## config.mk

```make
export PLATFORM = sky130hd
export DESIGN_NAME = page_class_gate
export DESIGN_NICKNAME = d
export VERILOG_FILES = /design/src/rtl/page_class_pkg.sv /design/src/rtl/pcg_ctrl.sv /design/src/rtl/pcg_datapath.sv /design/src/rtl/page_class_gate.sv
export SDC_FILE = /design/constraint.sdc
export NUM_CORES = 1
export LEC_CHECK = 0
export CAP_MARGIN = 10
export CORE_MARGIN = 5
export CORE_UTILIZATION = 41
export DETAILED_ROUTE_END_ITERATION = 12
export GPL_ROUTABILITY_DRIVEN = 0
export GPL_TIMING_DRIVEN = 0
export PLACE_DENSITY_LB_ADDON = 0.3
export SYNTH_ARGS = -nofsm -noshare
export SYNTH_HDL_FRONTEND = slang
export SYNTH_SLANG_ARGS = --single-unit
```

## constraint.sdc

```tcl
create_clock -name clk -period 2.17 [get_ports clk]
set_clock_uncertainty 0.15 [all_clocks]
set_input_delay 0.434 -clock clk [delete_from_list [all_inputs] [get_ports clk]]
set_output_delay 0.434 -clock clk [all_outputs]
set_load 0.005 [all_outputs]
```

## src/rtl/page_class_pkg.sv

```systemverilog
package page_class_pkg;
  localparam int NUM_CLASSES = 32;
  localparam int KEY_W       = $clog2(NUM_CLASSES);
  localparam int AUTH_W      = 2 * NUM_CLASSES;

  typedef enum logic [1:0] {
    CAUSE_NONE      = 2'd0,
    CAUSE_KEY_READ  = 2'd1,
    CAUSE_KEY_WRITE = 2'd2,
    CAUSE_PRIV      = 2'd3
  } cause_e;

  typedef struct packed {
    logic authLoadFull;
    logic authLoadMasked;
    logic umaskLoad;
    logic privViol;
  } ctrl_strobes_t;
endpackage

```

## src/rtl/pcg_ctrl.sv

```systemverilog
module pcg_ctrl
  import page_class_pkg::*;
(
  input  logic          regWrEn,
  input  logic          regSel,
  input  logic          regWrUser,
  output ctrl_strobes_t strobes
);
  logic toAuth;
  logic toMask;

  assign toAuth = regWrEn & ~regSel;
  assign toMask = regWrEn & regSel;

  always_comb begin
    strobes = '0;
    strobes.authLoadFull   = toAuth & ~regWrUser;
    strobes.authLoadMasked = toAuth & regWrUser;
    strobes.umaskLoad      = toMask & ~regWrUser;
    strobes.privViol       = toMask & regWrUser;
  end
endmodule

```

## src/rtl/pcg_datapath.sv

```systemverilog
module pcg_datapath
  import page_class_pkg::*;
#(
  parameter int CLASSES = NUM_CLASSES,
  parameter int KW      = $clog2(CLASSES),
  parameter int AW      = 2 * CLASSES
) (
  input  logic          clk,
  input  logic          rstN,
  input  ctrl_strobes_t strobes,
  input  logic [AW-1:0] regWrData,
  input  logic          accValid,
  input  logic [KW-1:0] accKey,
  input  logic          accWrite,
  output logic [AW-1:0] authOut,
  output logic [AW-1:0] umaskOut,
  output logic          respValid,
  output logic          respAllow,
  output logic [1:0]    faultCause,
  output logic          privFault
);
  logic [AW-1:0]      authReg;
  logic [AW-1:0]      umaskReg;
  logic [CLASSES-1:0] rdDis;
  logic [CLASSES-1:0] wrDis;
  logic               keyHit;
  logic               denyNow;
  cause_e             nextCause;

  always_ff @(posedge clk) begin
    if (!rstN) begin
      authReg <= '0;
    end else if (strobes.authLoadFull) begin
      authReg <= regWrData;
    end else if (strobes.authLoadMasked) begin
      authReg <= (authReg & ~umaskReg) | (regWrData & umaskReg);
    end
  end

  always_ff @(posedge clk) begin
    if (!rstN) begin
      umaskReg <= '0;
    end else if (strobes.umaskLoad) begin
      umaskReg <= regWrData;
    end
  end

  // class 0 sits in the top pair of bits
  for (genvar c = 0; c < CLASSES; c++) begin : g_class
    assign wrDis[c] = authReg[AW-1-2*c];
    assign rdDis[c] = authReg[AW-2-2*c];
  end

  always_comb begin
    keyHit  = accWrite ? wrDis[accKey] : rdDis[accKey];
    denyNow = accValid & keyHit;
    if (denyNow) begin
      nextCause = accWrite ? CAUSE_KEY_WRITE : CAUSE_KEY_READ;
    end else if (strobes.privViol) begin
      nextCause = CAUSE_PRIV;
    end else begin
      nextCause = CAUSE_NONE;
    end
  end

  always_ff @(posedge clk) begin
    if (!rstN) begin
      respValid  <= 1'b0;
      respAllow  <= 1'b0;
      faultCause <= CAUSE_NONE;
      privFault  <= 1'b0;
    end else begin
      respValid  <= accValid;
      respAllow  <= accValid & ~keyHit;
      faultCause <= nextCause;
      privFault  <= strobes.privViol;
    end
  end

  assign authOut  = authReg;
  assign umaskOut = umaskReg;
endmodule

```

## src/rtl/page_class_gate.sv

```systemverilog
module page_class_gate
  import page_class_pkg::*;
(
  input  logic              clk,
  input  logic              rstN,
  input  logic              accValid,
  input  logic [KEY_W-1:0]  accKey,
  input  logic              accWrite,
  input  logic              accUser,
  input  logic              regWrEn,
  input  logic              regSel,
  input  logic              regWrUser,
  input  logic [AUTH_W-1:0] regWrData,
  output logic [AUTH_W-1:0] authOut,
  output logic [AUTH_W-1:0] umaskOut,
  output logic              respValid,
  output logic              respAllow,
  output logic [1:0]        faultCause,
  output logic              privFault
);
  ctrl_strobes_t strobes;
  logic          unusedUser;

  // the key check is the same at both privilege levels
  assign unusedUser = accUser;

  pcg_ctrl u_ctrl (
    .regWrEn  (regWrEn),
    .regSel   (regSel),
    .regWrUser(regWrUser),
    .strobes  (strobes)
  );

  pcg_datapath #(
    .CLASSES(NUM_CLASSES)
  ) u_dp (
    .clk       (clk),
    .rstN      (rstN),
    .strobes   (strobes),
    .regWrData (regWrData),
    .accValid  (accValid),
    .accKey    (accKey),
    .accWrite  (accWrite),
    .authOut   (authOut),
    .umaskOut  (umaskOut),
    .respValid (respValid),
    .respAllow (respAllow),
    .faultCause(faultCause),
    .privFault (privFault)
  );
endmodule

```

; ---- Word level (Yosys, flattened, before mapping)
; Cells that the tools add are included.
[classes]
order_cmp = 1
n_mux = 10
n_bitwise = 15
n_reduce_logical = 1
[op_table]
columns = operator, count
row1 = $and 64x64->64, 2
row2 = $mux 64, 2
row3 = $not 64->64, 1
row4 = $or 64x64->64, 1
row5 = $bmux 1 s5, 2
row6 = $and 1x1->1, 8
row7 = $lt 5x6->1 const B, 1
row8 = $mux 2, 3
row9 = $mux 1, 3
row10 = $not 1->1, 3
row11 = $reduce_bool 2->1, 1
[word_totals]
regBits = 133
out_inout_bits = 133

; ---- Depth between registers and ports, before layout
; Gate-level depths: netlist (run 1).
[depth]
depth_word = 5
mapped_depth = 7
mapped_depth_nobuf = 5

; ---- By module
; A second synthesis (run 1) with hierarchy kept.
[unflattened]
cells_unflattened = 562
area_unflattened_um2 = 5916.9
[by_module_without_submodules]
columns = mod, instances, cells_each, area_each_um2, seq_area_each_um2
row1 = pcg_datapath, 1, 558, 5879.4, 2662.6
row2 = pcg_ctrl, 1, 4, 37.5, 0.0

; ---- Least setup slack after synthesis (run 1)
; No wires, ideal clock.
[synth_timing]
path_kind = input to register
startpoint = input port accKey[0]
endpoint = register u_dp.respAllow
arrival_time_ns = 1.980
required_ns = 1.948
slack_ns = -0.033
stages = 6
path_buffers = 1
cell_sequence = buf_2 -> mux4_2 -> mux4_2 -> a2bb2oi_1 -> and2_4 -> nor3b_2
[synth_between]
elab_chain_len = 5
word_cells_on_any_way = 7
cone_classes = mux: 5 / bitwise: 2
[synth_lines]
columns = item, line
row1 = start: declaration, page_class_gate.sv:7  ; input logic [KEY_W-1:0] accKey,
row2 = $bmux 1 s5, pcg_datapath.sv:55  ; keyHit = accWrite ? wrDis[accKey] : rdDis[accKey];
row3 = $mux 1 (not written as such), pcg_datapath.sv:55
row4 = $mux 1 (*), pcg_datapath.sv:55
row5 = $not 1->1 (*), pcg_datapath.sv:74  ; respAllow <= accValid & ~keyHit;
row6 = $and 1x1->1 (*), pcg_datapath.sv:74
row7 = end signal: assignment, pcg_datapath.sv:74
row8 = end: declaration, pcg_datapath.sv:18  ; output logic respAllow,
; Mark *: on every way between the ends. The rest lies on a longest branch, timed or not. The select of a mux whose other input is x is not followed.
; A chain may end at the register's enable or synchronous reset.

==> results of run 1 <==
[layout make-up]
| cell class | instances | area [µm²] |
|---|---|---|
| Timing Repair Buffer | 206 | 2060 |
| Tap cell | 180 | 225 |
| Fill cell | 1155 | 5190 |
| Clock inverter | 8 | 97.6 |
| Sequential cell | 133 | 2660 |
| Clock buffer | 23 | 498 |
| Inverter | 3 | 11.3 |
| Multi-Input combinational cell | 430 | 2930 |
| Buffer | 45 | 203 |
[placed cells by master (no fill, tap or decap), types with 2 or more instances in the layout]
master             n
a21boi_0          64
a21oi_1            2
a31oi_1            2
and2_1             2
buf_1              7
buf_4              2
buf_6              2
bufinv_16          2
clkbuf_1          26
clkbuf_16         17
clkbuf_2           8
clkbuf_8           5
clkdlybuf4s50_1  205
clkinv_2           3
clkinvlp_4         3
dfxtp_1          133
inv_1              3
mux2i_1           70
mux4_1             4
mux4_2            12
nand2_1          129
nor2_1             2
nor2b_1           65
o21ai_0           64
[path summary, 6_finish.rpt]
check | from | to | depth (start not counted)
worst max-delay path | regWrEn | register | 7
worst min-delay path | u_dp.umaskOut[33]$_SDFFE_PN0P_ | u_dp.umaskOut[33]$_SDFFE_PN0P_ | 2
worst max register to register | register | u_dp.respAllow$_SDFF_PN0_ | 5
worst min register to register | u_dp.umaskOut[33]$_SDFFE_PN0P_ | u_dp.umaskOut[33]$_SDFFE_PN0P_ | 2
[per-layer routing]
metal,GRT usage [%],vias to the layer above
li1,-,2548
met1,28.0,2557
met2,37.1,206
met3,7.31,28
met4,7.72,0
met5,0,-
[power breakdown]
| group | internal (mW) | switching (mW) |
|---|---|---|
| logic | 0.431 | 0.321 |
| registers | 2.53 | 0.0724 |
| clock network | 1.83 | 1.04 |
| total | 4.79 | 1.43 |
[worst max-delay path: stages]
cell and delay (ns):
clkdlybuf4s50_1 0.53, nor2b_1 0.14, clkbuf_2 0.27, buf_1 0.37
o21ai_0 0.19, mux2i_1 0.21, nor2b_1 0.08
[logic make-up (layout without fill, tap and decap cells)]
family	Yosys count	after routing
AO/OA/AOI/OAI	137	137
buffers and inverters	49	285
flip-flops	133	133
multiplexers	86	86
AND/OR/NAND/NOR	207	207
[per-stage QoR]
step           setup TNS [ns]  instances  hold WS, ns  power [mW]
3_3_place_gp           -67.39        998        0.313        3.39
2_1_floorplan               0        612        0.320        2.95
4_1_cts                     0       1028        0.329        6.27
3_5_place_dp           -72.18        998        0.321        3.40
6_report                    0       1028        0.328        6.23
5_1_grt                 -1.77       1028        0.348        6.44
==> out/metrics.yaml, run 1 <==
status: "complete, no violations"
synth-compound-area-share_pct: 15.0
viasPerCell: 5.19
critPathMaxFanout: 10
drt_wl_total_um: 19000
antenna_found_initial: 0
die_area_mm2: 0.0166
nets: 913
startpoint_type: "input pin"
synth-xor-area-share_pct: 0
wl_met2_um: 9050
synth_fp_nets: 689
grt.overflow.total: 0
crit_type: "input pin to register"
critical_path_required_ns: 2.32
post-place-ws_ns: -0.723
ys_seq_elements: 133
power.density_mw_per_mm2: 717
area_growth_pct: 50.2
grt_pass1_wl_um: 29200
ys_types: 31
synthTopCellsByArea: "dfxtp_1 46%, mux2i_1 12%, nand2_1 8.4%"
maxUsedRoutingLayer: "met4"
cts_sinks: 133
cp-end-kind: "register"
start_util_pct: 41.7
fin_util_pct: 62.6
placed_area_mm2: 0.00807
io_buffers: 206
ys_top_cells_by_count: "133 x dfxtp_1, 129 x nand2_1, 70 x mux2i_1"
cts_resized: 6
core-area_mm2: 0.0139
clk_latency_ns: 0.42
vias: 5339
synthSimpleGateAreaFrac_pct: 16.9
finalInstanceArea_mm2: 0.00869
synthAdderAreaFrac_pct: 0
diodes: 0
dr_wl_met3_um: 1500
seq_area_frac_synth_pct: 46.0
die_width_um: 129
dp_hpwl_um: 14000
cts_tree: "built"
yosysTopAreaCellShare_pct: 46.0
yosys.area.top_type: "dfxtp_1"
syn_inst: 612
postCtsSetupRepairBufs: 0
numCtsBuffers: 17
clockBufferDepth: 2
grt_max_degree: 17
finalSetupViolCount: 0
wl_per_cell_um: 18.5
first_pass_iters: 4
max_cap_viol_count: 0
peakVddDrop_mv: 0.471
fin_crit_ns: 2.09
worstMarginPinSlew_ns: 0.636
leakagePower_nw: 3.36
synth.mux.area_fraction_pct: 18.6
clkSlewWorstSetupHoldPaths_ns: 0.06
slew_violations: 0
max_freq_mhz: 479
rsz0062_at_grt: "true"
synth_area_per_cell_um2: 9.45
synth_warnings: 0
syn-cell-area_mm2: 0.00578
synth_ff_type: "dfxtp_1"
row_count: 43
ant_nets: 0
r2r_slack_ns: 0.10
wl_met1_um: 8140
top_level_ports: 210
synth-edff-count: 0
die_h_um: 129
synth_top_family_by_area: "multiplexers"
hold_viol_final: 0
drive_gt1_share_pct: 7.19
synth_most_common_cell: "dfxtp_1"
fin_ws_ns: 0.0808
grt_pass1_vias: 5442
drt-initial-drc-count: 308
groute.usage.overall_pct: 22.6
worstPathArrival_ns: 2.24
timing.final.crit_share_pct: 96.3
min_path_type: "register to register"
cts-root-buf: "clkbuf_16"
cts_hold_repair.buffers: 0
drc: 0
cts_htree_levels: 4
synthArstFlopShare_pct: 0
max-slew-margin-rel_pct: 57.6
Note: power is estimated with default switching activity, not from simulation.
==> run 2, diff against run 1 <==
CTS_CLUSTER_DIAMETER = 150   (was unset)
==> results of run 2 <==
Same layout as run 1: the final DEF is identical, and so are final timing and power.
